==> config.mk <==
export PLATFORM = sky130hd
export DESIGN_NAME = leaf_irq_unit
export DESIGN_NICKNAME = d
export VERILOG_FILES = /design/src/rtl/leaf_irq_pkg.sv /design/src/rtl/leaf_irq_status.sv /design/src/rtl/leaf_irq_mask.sv /design/src/rtl/leaf_irq_reduce.sv /design/src/rtl/leaf_irq_unit.sv
export SDC_FILE = /design/constraint.sdc
export NUM_CORES = 1
export LEC_CHECK = 0
export BUFFER_PORTS_ARGS = -buffer_cell sky130_fd_sc_hd__buf_2
export CORE_AREA = 2 2 53 55
export DETAILED_ROUTE_END_ITERATION = 6
export DIE_AREA = 0 0 55 57
export PLACE_DENSITY = 0.77
export REMOVE_ABC_BUFFERS = 1
export SYNTH_ARGS = -nofsm -noshare
export SYNTH_HDL_FRONTEND = slang
export SYNTH_SLANG_ARGS = --single-unit
export TNS_END_PERCENT = 50
==> constraint.sdc <==
create_clock -name clk -period 1.7 [get_ports clk]
set_input_delay 0.085 -clock clk [delete_from_list [all_inputs] [get_ports clk]]
set_output_delay 0.085 -clock clk [all_outputs]
set_load 0.01 [all_outputs]
==> src/rtl/leaf_irq_pkg.sv <==
// Shared constants for the leaf interrupt status unit.
// Assumes the agent field sits above the event bits in the status word.
package leaf_irq_pkg;
    localparam int NUM_EVT    = 3;
    localparam int AGENT_W    = 4;
    localparam int AGENT_LSB  = 4;
    localparam logic [NUM_EVT-1:0] IE_RST = 3'b011;
    localparam logic [NUM_EVT-1:0] HE_RST = 3'b100;
    localparam int OFS_STATUS = 'h0;
    localparam int OFS_IRQEN  = 'h4;
    localparam int OFS_HALTEN = 'h8;

    typedef enum logic [1:0] {
        SEL_NONE   = 2'd0,
        SEL_STATUS = 2'd1,
        SEL_IRQEN  = 2'd2,
        SEL_HALTEN = 2'd3
    } reg_sel_e;
endpackage

==> src/rtl/leaf_irq_status.sv <==
// Status register: one set-by-hardware, write-one-to-clear bit per event,
// plus a sticky agent field loaded by the memory error event while empty.
// Assumes the memory error event is the most significant event bit.
module leaf_irq_status #(
    parameter int NUM_EVT = 3,
    parameter int AGENT_W = 4
) (
    input  logic               clk,
    input  logic               rst_n,
    input  logic [NUM_EVT-1:0] evt,
    input  logic [AGENT_W-1:0] agent_in,
    input  logic               clr_en,
    input  logic [NUM_EVT-1:0] clr_evt,
    input  logic [AGENT_W-1:0] clr_agent,
    output logic [NUM_EVT-1:0] stat_q,
    output logic [AGENT_W-1:0] agent_q
);
    localparam int ECC_IDX = NUM_EVT - 1;

    genvar gi;
    generate
        for (gi = 0; gi < NUM_EVT; gi++) begin : g_bit
            // Per-bit capture: an event outranks a clear on the same edge.
            always_ff @(posedge clk) begin
                if (!rst_n)
                    stat_q[gi] <= 1'b0;
                else if (evt[gi])
                    stat_q[gi] <= 1'b1;
                else if (clr_en && clr_evt[gi])
                    stat_q[gi] <= 1'b0;
            end
        end
    endgenerate

    // Agent field: loads only when empty, otherwise holds until cleared.
    always_ff @(posedge clk) begin
        if (!rst_n)
            agent_q <= '0;
        else if (agent_q == '0 && evt[ECC_IDX])
            agent_q <= agent_in;
        else if (clr_en)
            agent_q <= agent_q & ~clr_agent;
    end
endmodule

==> src/rtl/leaf_irq_mask.sv <==
// Software-owned enable register with a parameterised reset value.
// Assumes the write strobe is already qualified by the address decode.
module leaf_irq_mask #(
    parameter int                 NUM_EVT = 3,
    parameter logic [NUM_EVT-1:0] RST_VAL = '0
) (
    input  logic               clk,
    input  logic               rst_n,
    input  logic               wr,
    input  logic [NUM_EVT-1:0] wdata,
    output logic [NUM_EVT-1:0] q
);
    // Load on write, return to the default on reset.
    always_ff @(posedge clk) begin
        if (!rst_n)
            q <= RST_VAL;
        else if (wr)
            q <= wdata;
    end
endmodule

==> src/rtl/leaf_irq_reduce.sv <==
// Masks the status vector with an enable vector and ORs the result.
// Purely combinational; assumes both vectors share bit positions.
module leaf_irq_reduce #(
    parameter int NUM_EVT = 3
) (
    input  logic [NUM_EVT-1:0] stat,
    input  logic [NUM_EVT-1:0] en,
    output logic               any_o
);
    logic [NUM_EVT:0] chain;

    assign chain[0] = 1'b0;
    genvar gi;
    generate
        for (gi = 0; gi < NUM_EVT; gi++) begin : g_or
            assign chain[gi+1] = chain[gi] | (stat[gi] & en[gi]);
        end
    endgenerate
    assign any_o = chain[NUM_EVT];
endmodule

==> src/rtl/leaf_irq_unit.sv <==
// Leaf interrupt status unit: latches three error events, keeps a sticky
// agent identifier, and drives interrupt and halt lines through two masks.
// Assumes word-aligned accesses; any other address is unmapped.
module leaf_irq_unit
    import leaf_irq_pkg::*;
#(
    parameter int ADDR_W = 4,
    parameter int DATA_W = 32
) (
    input  logic              clk,
    input  logic              rst_n,
    input  logic              evt_crc,
    input  logic              evt_len,
    input  logic              evt_ecc,
    input  logic [3:0]        err_agent,
    input  logic [ADDR_W-1:0] addr,
    input  logic              wr_en,
    input  logic [DATA_W-1:0] wr_data,
    input  logic              rd_en,
    output logic [DATA_W-1:0] rd_data,
    output logic              irq_o,
    output logic              halt_o
);
    localparam int AGENT_MSB = AGENT_LSB + AGENT_W - 1;

    reg_sel_e            sel;
    logic [NUM_EVT-1:0]  evt_vec;
    logic [NUM_EVT-1:0]  stat_q;
    logic [AGENT_W-1:0]  agent_q;
    logic [NUM_EVT-1:0]  ie_q;
    logic [NUM_EVT-1:0]  he_q;

    assign evt_vec = {evt_ecc, evt_len, evt_crc};

    // Address decode into a register select.
    always_comb begin
        if (addr == ADDR_W'(OFS_STATUS))
            sel = SEL_STATUS;
        else if (addr == ADDR_W'(OFS_IRQEN))
            sel = SEL_IRQEN;
        else if (addr == ADDR_W'(OFS_HALTEN))
            sel = SEL_HALTEN;
        else
            sel = SEL_NONE;
    end

    leaf_irq_status #(.NUM_EVT(NUM_EVT), .AGENT_W(AGENT_W)) u_status (
        .clk       (clk),
        .rst_n     (rst_n),
        .evt       (evt_vec),
        .agent_in  (err_agent),
        .clr_en    (wr_en && sel == SEL_STATUS),
        .clr_evt   (wr_data[NUM_EVT-1:0]),
        .clr_agent (wr_data[AGENT_MSB:AGENT_LSB]),
        .stat_q    (stat_q),
        .agent_q   (agent_q)
    );

    leaf_irq_mask #(.NUM_EVT(NUM_EVT), .RST_VAL(IE_RST)) u_irq_en (
        .clk   (clk),
        .rst_n (rst_n),
        .wr    (wr_en && sel == SEL_IRQEN),
        .wdata (wr_data[NUM_EVT-1:0]),
        .q     (ie_q)
    );

    leaf_irq_mask #(.NUM_EVT(NUM_EVT), .RST_VAL(HE_RST)) u_halt_en (
        .clk   (clk),
        .rst_n (rst_n),
        .wr    (wr_en && sel == SEL_HALTEN),
        .wdata (wr_data[NUM_EVT-1:0]),
        .q     (he_q)
    );

    leaf_irq_reduce #(.NUM_EVT(NUM_EVT)) u_irq_or (
        .stat  (stat_q),
        .en    (ie_q),
        .any_o (irq_o)
    );

    leaf_irq_reduce #(.NUM_EVT(NUM_EVT)) u_halt_or (
        .stat  (stat_q),
        .en    (he_q),
        .any_o (halt_o)
    );

    // Read mux: same-cycle data, zero when idle or unmapped.
    always_comb begin
        rd_data = '0;
        if (rd_en) begin
            unique case (sel)
                SEL_STATUS: begin
                    rd_data[NUM_EVT-1:0]         = stat_q;
                    rd_data[AGENT_MSB:AGENT_LSB] = agent_q;
                end
                SEL_IRQEN:  rd_data[NUM_EVT-1:0] = ie_q;
                SEL_HALTEN: rd_data[NUM_EVT-1:0] = he_q;
                default:    rd_data = '0;
            endcase
        end
    end
endmodule

Word level (Yosys, flattened, before mapping)
Cells that the tools add are included. W data, S select, Z words.

Flip-flop bits (word level): 13. Bits of input ports: 47. Logic and storage cells: 50. Output and inout bits: 34.

Bitwise operators: 12. Muxes and demuxes: 14. Equal/unequal tests: 5. Reduce and logical (&&, ||, !) cells: 13.

Operators by type and width (number): $mux W4 (3); $pmux W3 S3 (1); $logic_not A4 Y1 (2); $mux W8 (1); $reduce_bool A2 Y1 (4); $logic_and A1 B1 Y1 (7); $and A1 B1 Y1 (6); $mux W1 (6); $mux W2 (3); $and A4 B4 Y4 (1); $eq A2 B2 Y1 const B (2); $eq A4 B3 Y1 const B (1); $eq A4 B4 Y1 const B (1); $not A4 Y4 (1); $or A1 B1 Y1 (4); $eq A2 B1 Y1 const B (1).

Longest topological paths before layout
Gate-level depths: netlist (run 1).

Depth in word-level cells: 9. Mapped depth: 5. Mapped depth without buffers: 3.

By module
Synthesis (run 1) repeated with hierarchy kept, for this count alone.

Cell total of the unflattened synthesis: 101. Area, all modules: 905.9 µm².

Modules (own cells, without submodules): leaf_irq_unit (sequential area each 0.0 µm², cells an instance 51, instances 1, area each 364.1 µm²); leaf_irq_status (sequential area each 140.1 µm², cells an instance 28, instances 1, area each 304.0 µm²); leaf_irq_mask at u_halt_en (sequential area each 60.1 µm², cells an instance 9, instances 1, area each 106.4 µm²); leaf_irq_mask at u_irq_en (sequential area each 60.1 µm², cells an instance 9, instances 1, area each 103.8 µm²); leaf_irq_reduce (sequential area each 0.0 µm², cells an instance 2, instances 2, area each 13.8 µm²).

Least setup slack after synthesis (run 1)
No wires, ideal clock.

Path type: reg-to-reg. From: reg u_status.agent_q[0]. To: reg u_status.agent_q[3]. Period minus slack after synthesis: 1.180 ns. Cell stages (with the launch flop): 4. Setup time: 0.059 ns. Arrival: 1.121 ns. Path slack: 0.520 ns. Path through: dfxtp_1 > or4b_4 > nor3_4 > a32o_2.

Cells in the longest elaborated chain, start to end: 3.

Ends and longest elaborated chain: from (decl) (RTL line leaf_irq_status.sv:16) `output logic [AGENT_W-1:0] agent_q`; from (signal assigned) (RTL line leaf_irq_status.sv:40) `agent_q <= agent_in;`; from (signal assigned) (RTL line leaf_irq_status.sv:42) `agent_q <= agent_q & ~clr_agent;`; $logic_not A4 Y1 * (RTL line leaf_irq_status.sv:39) `else if (agent_q == '0 && evt[ECC_IDX])`; $logic_and A1 B1 Y1 * (RTL line leaf_irq_status.sv:39); $mux W4 / $reduce_bool A2 Y1 (equally long branches).

Every way passes the cells marked *; elsewhere a longest branch is shown, timed or not. A chain may end at the register's enable or synchronous reset.

Worst setup path in the final report (run 1)
From: reg u_status.agent_q[0]. To: reg u_status.agent_q[2].

Same word-level chain as after synthesis.

==> flow_summary.json, run 1 <==
{
  "status": "completed",
  "grt_use_total": 0.138,
  "arrival_ps": 1510,
  "die_y_um": 57,
  "die-width_um": 55,
  "cp-end-kind": "register",
  "clock_path_buffers": 2,
  "wl_per_cell_um": 11.9,
  "synth_flop_cell": "dfxtp_1",
  "drc": 0,
  "syn-instance-count": 104,
  "n_fill_cell": 286,
  "synth-xor-area-share": 0,
  "first_pass_iters": 4,
  "drive_above_1_share": 0.311,
  "min_path_type": "input pin to register",
  "worstSetupPathType": "register to register",
  "io-pin-count": 81,
  "worstPathCellList": "or4b_4, nor3_4, a32o_2",
  "port_buffers": 30,
  "fin_nets": 180,
  "globalRouteOverflowTotal": 0,
  "viasPerCell": 4.74,
  "yosysTopAreaCellShare": 0.286,
  "postCtsHoldBufs": 0,
  "cts_setup_buffers": 0,
  "yosys-top-cells-area": "dfxtp_1 (29%), buf_4 (21%), mux2i_1 (8.8%)",
  "cts_tree": "built",
  "yosys.area_share.simple": 0.205,
  "synthDistinctLibCells": 23,
  "wirelength_mm": 1.94,
  "grt_max_degree": 20,
  "start_util": 0.348,
  "root_buffer": "clkbuf_4",
  "path_delay_family": "simple AND/OR/NAND/NOR gates",
  "worstPathMaxFanout": 4,
  "crit_start": "u_status.agent_q[0]",
  "finalMaxSlewViolations": 0,
  "rows": 19,
  "yosysMostFrequentCell": "buf_4",
  "ir_drop_uv": 524,
  "period_needed_ps": 1290,
  "synth_edf_count": 0,
  "cp.buffers_inverters": 0,
  "yosysTopAreaCell": "dfxtp_1",
  "netlist_area_um2": 910,
  "place_congestion": 0.804,
  "area_growth_pct": 10.6,
  "htreeDepth": 1,
  "power.density_nw_per_um2": 668,
  "die_area_um2": 3140,
  "cts_sinks": 13,
  "finalPower_uw": 672,
  "cap_viol_max_count": 0,
  "synth_top_family_by_area": "buffers and inverters",
  "postCtsResizedCells": 0,
  "leakage_uw": 0.000537,
  "antenna_found_initial": 0,
  "diodes": 0,
  "final_hold_viol_count": 0,
  "grt_pass1_vias": 676,
  "synthMuxAreaShare": 0.0880,
  "synth_seq_area_share": 0.286,
  "skew_ps": 4.37,
  "fin_crit_sh": 0.759,
  "synth-compound-area-share": 0.154,
  "grt_pass1_wl_mm": 3.08,
  "syn_avg_cell_area_um2": 8.75,
  "place_hpwl_mm": 1.61,
  "ys_async_sr_fraction": 0,
  "rsz0062_at_grt": "no",
  "insertion_delay_ps": 280,
  "hp-start": "err_agent[0]",
  "yosys_warnings": 0,
  "critPathMaxStageDelay_ps": 550,
  "core_area_um2": 2620,
  "vias": 773,
  "clk_pin_slew_ps": 80,
  "numCtsBuffers": 3,
  "antenna_left": 0,
  "fmax_mhz": 775,
  "setup_viol": 0,
  "start_kind": "register",
  "synth-adder-area-share": 0,
  "first_iter_violations": 13,
  "fin_tns_setup_ps": 0,
  "synth_common_cells": "buf_4 (26), dfxtp_1 (13), and3_1 (8), mux2i_1 (8)",
  "crit_slowest_cell": "or4b_4",
  "r2r-start": "u_status.agent_q[0]",
  "crit_required_ps": 1920,
  "ys_seq_elements": 13
}
[worst paths after layout]
check | cells after the start | to | slack [ps]
setup reg to reg | 3 | u_status.agent_q[2] | 410
hold reg to reg | 2 | u_halt_en.q[0] | 490
hold / removal | 2 | u_status.agent_q[0] | 20
setup / recovery | 3 | u_status.agent_q[2] | 410
[sequential cells by signal, summed over array words and instances (netlist names)]
register          count
u_status.stat_q       3
u_status.agent_q      4
u_halt_en.q           3
u_irq_en.q            3
[area by class of cell]
cell class	instances	area [µm²]	area share
Tap cell	31	38.8	0.0386
Multi-Input combinational cell	78	500	0.498
Inverter	6	22.5	0.0224
Timing Repair Buffer	31	158	0.157
Sequential cell	13	260	0.259
Clock buffer	4	26.3	0.0261
[where the power goes]
part           switching (µW)  internal [µW]
sequential               17.9            323
combinational            82.3           59.9
clock                    98.0           91.0
total                     198            474
[per-stage QoR]
step                utilization  cell area, µm²  std cells  worst slack [ps]  hold WS [ps]
global placement          0.375             980        159               460           297
CTS                       0.385            1010        163               403          10.8
global route              0.385            1010        163               258          5.90
detailed placement        0.375             980        159               411           303
floorplan                     -             783         97               520           174
finish                    0.385            1010        163               411          15.4
[worst reg2reg max path, cell delays in order (launching register included)]
cell and delay, ps:
dfxtp_1 330, or4b_4 550, nor3_4 200, a32o_2 160
[cells by family (layout without fill, tap and decap cells)]
family,count (synthesis),count (layout)
DFF,13,13
muxes,8,8
and+or+nand+nor,29,29
other,1,25
AOI/OAI and AO/OA,16,16
buffers and inverters,37,41
[cell usage in the layout (no fill, tap or decap), drive strengths merged, types with 5 or more instances in the layout]
cell,count
buf,31
conb,25
dfxtp,13
and3,8
mux2i,8
inv,6
nand2,6
nor2b,5
[layer usage]
layer / global-route usage / up-vias / part of all wire
met3: 0.0262 / 6 / 0.074
met2: 0.201 / 41 / 0.48
met4: 0.0836 / 0 / 0.026
met1: 0.184 / 347 / 0.42
met5: 0 / - / 0
li1: - / 379 / -
No activity file was read; power rests on OpenSTA's default activity.
==> run 2: changes to the inputs <==
--- a/config.mk
+++ b/config.mk
@@ -5,11 +5,12 @@
 export SDC_FILE = /design/constraint.sdc
 export NUM_CORES = 1
 export LEC_CHECK = 0
+export ABC_AREA = 1
 export BUFFER_PORTS_ARGS = -buffer_cell sky130_fd_sc_hd__buf_2
-export CORE_AREA = 2 2 53 55
+export CORE_AREA = 2 2 57 59
 export DETAILED_ROUTE_END_ITERATION = 6
-export DIE_AREA = 0 0 55 57
-export PLACE_DENSITY = 0.77
+export DIE_AREA = 0 0 59 61
+export PLACE_DENSITY = 0.72
 export REMOVE_ABC_BUFFERS = 1
 export SYNTH_ARGS = -nofsm -noshare
 export SYNTH_HDL_FRONTEND = slang
==> constraint.sdc (replaced) <==
create_clock -name clk -period 1.15 [get_ports clk]
set_input_delay 0.0575 -clock clk [delete_from_list [all_inputs] [get_ports clk]]
set_output_delay 0.0575 -clock clk [all_outputs]
set_load 0.01 [all_outputs]
==> run 2 against run 1 <==
Against the previous run: area after synthesis grew 5.1%; flip-flop and latch count did not move; count of clock-buffer cells in the layout unchanged; final cell count is 26% higher; critical path depth rose by 2; register-to-register slack worse by 150 ps; utilization decreased by 1.7 points; sequential power up 47%; clock power up 46%; non-clock buffer count is 1 higher; critical path type is now register to output port.
==> flow_summary.json, run 2 <==
{
  "clock_path_buffers": 2,
  "die_y_um": 61,
  "path_delay_family": "flip-flops",
  "htreeDepth": 1,
  "start_util": 0.324,
  "cts_sinks": 13,
  "dp.cells": 201,
  "hold_ws_ps": 12.6,
  "synth_top_family_by_area": "simple AND/OR/NAND/NOR gates",
  "critPathMaxStageDelay_ps": 350,
  "ir_drop_uv": 423,
  "fin_cells": 206,
  "worst_r2r_endpoint": "u_status.agent_q[1]",
  "path_depth": 5,
  "clk_pin_slew_ps": 80,
  "synth_flop_cell": "dfxtp_1",
  "io-pin-count": 81,
  "insertion_delay_ps": 270,
  "placed_cell_area_um2": 1040,
  "start_kind": "register",
  "arrival_ps": 1030,
  "drc": 0,
  "synth-compound-area-share": 0.0445,
  "regMostFlops": "u_status.agent_q",
  "status": "completed",
  "period_needed_ps": 1090,
  "die_area_um2": 3600,
  "crit_slowest_cell": "dfxtp_2",
  "skew_ps": 0.402,
  "yosys.area_share.simple": 0.397,
  "fin_nets": 221,
  "yosys-top-cells-area": "dfxtp_1 (27%), buf_4 (20%), nand2_1 (13%)",
  "area_growth_pct": 13.6,
  "synthMuxAreaShare": 0,
  "ys_seq_elements": 13,
  "yosysTopAreaCell": "dfxtp_1",
  "numCtsBuffers": 3,
  "worstRegToRegCells": 3,
  "place_congestion": 0.861,
  "grt_pass1_wl_mm": 3.06,
  "syn-instance-count": 140,
  "globalRouteOverflowTotal": 0,
  "antenna_found_initial": 0,
  "worstSetupPathType": "register to output port",
  "grtUsageMet1": 0.143,
  "synth_edf_count": 0,
  "final_cell_mix": "nand2_1 (33), buf_2 (30), conb_1 (25)",
  "worstPathMaxFanout": 3,
  "busiest_layer": "met2",
  "core_area_um2": 2950,
  "drive_above_1_share": 0.295,
  "wl_per_cell_um": 9.75,
  "finalMaxSlewViolations": 0,
  "cp.buffers_inverters": 2,
  "final_hold_viol_count": 0,
  "port_buffers": 30,
  "postCtsHoldBufs": 0,
  "die-width_um": 59,
  "first_pass_iters": 4,
  "largest_register_ffs": 4,
  "fin_tns_setup_ps": 0,
  "crit_required_ps": 1090,
  "first_iter_violations": 26,
  "synth_common_cells": "nand2_1 (33), buf_4 (25), nand4_1 (17)",
  "rows": 20,
  "yosysTopAreaCellShare": 0.272,
  "fin_crit_sh": 0.945,
  "min_path_type": "input pin to register",
  "antenna_left": 0,
  "grt_use_total": 0.115,
  "n_fill_cell": 330,
  "r2r_slack_ps": 260,
  "yosys_warnings": 0,
  "crit_start": "u_halt_en.q[0]",
  "rsz0062_at_grt": "yes",
  "cap_viol_max_count": 0,
  "diodes": 0,
  "use_met3": 0.0213,
  "grt_pass1_vias": 722,
  "synth_seq_area_share": 0.272,
  "final_common_cell": "nand2_1",
  "design_area_um2": 1090,
  "leakage_uw": 0.000616,
  "met2_usage": 0.186,
  "setup_viol": 0,
  "root_buffer": "clkbuf_4",
  "power.density_nw_per_um2": 919,
  "grt_max_degree": 17,
  "syn_avg_cell_area_um2": 6.83,
  "cp-end-kind": "output port",
  "wirelength_mm": 2.01,
  "place_hpwl_mm": 1.66,
  "crit_end": "rd_data[0]",
  "r2r-start": "u_status.agent_q[0]",
  "synthDistinctLibCells": 18,
  "worstPathCellList": "nand4_1, nand3_1, nand2_1, inv_1, buf_2",
  "fmax_mhz": 920,
  "synth-xor-area-share": 0,
  "viasPerCell": 4.34,
  "yosysMostFrequentCell": "nand2_1",
  "ys_async_sr_fraction": 0,
  "cts_tree": "built",
  "vias": 895,
  "synth-adder-area-share": 0,
  "netlist_area_um2": 956
}
## run 2: cells by family (layout without fill, tap and decap cells)
logic type	Yosys count	count (layout)
other	1	25
flip-flops	13	13
AND/OR/NAND/NOR	74	74
buffers and inverters	44	53
AO/OA/AOI/OAI	8	8
## run 2: per-layer routing
layer	wire length, µm	part of all wire	vias to the layer above
li1	-	-	477
met1	861	0.43	381
met2	1010	0.50	37
met3	138	0.069	0
met4	0	0	0
met5	0	0	-
## run 2: where the power goes
group / switching [µW] / internal [µW]
registers: 23.0 / 478
clock network: 142 / 134
logic: 147 / 74.0
## run 2: layout make-up
type / count / area, µm² / area share
multi-input combinational: 107 / 515 / 0.475
sequential: 13 / 272 / 0.250
timing repair buffer: 32 / 165 / 0.152
inverter: 17 / 66.3 / 0.0611
tap: 33 / 41.3 / 0.0380
clock buffer: 4 / 26.3 / 0.0242
## run 2: stage by stage
stage,worst slack [ps],power [µW],utilization
after floorplan,367,632,-
after global placement,178,723,0.353
after detailed placement,168,727,0.353
after CTS,18.9,1000,0.361
after global routing,-32.1,1070,0.368
final,62.9,998,0.368
## run 2: worst min-delay path by stage
stage	start	to	cells after the start
after global placement	evt_len	u_status.stat_q[1]	3
after detailed placement	evt_len	u_status.stat_q[1]	3
after floorplan	rst_n	u_irq_en.q[0]	1
after global routing	evt_len	u_status.stat_q[1]	3
after CTS	evt_len	u_status.stat_q[1]	3
final	evt_len	u_status.stat_q[1]	3
## run 2: timing repair
item,CTS,global route
endpoints found under the setup margin,0,4
resized for setup,0,10
setup buffers,0,1
## run 2: worst min-delay path: stages
cell and delay, ps:
buf_2 90, inv_1 40, a21oi_1 60
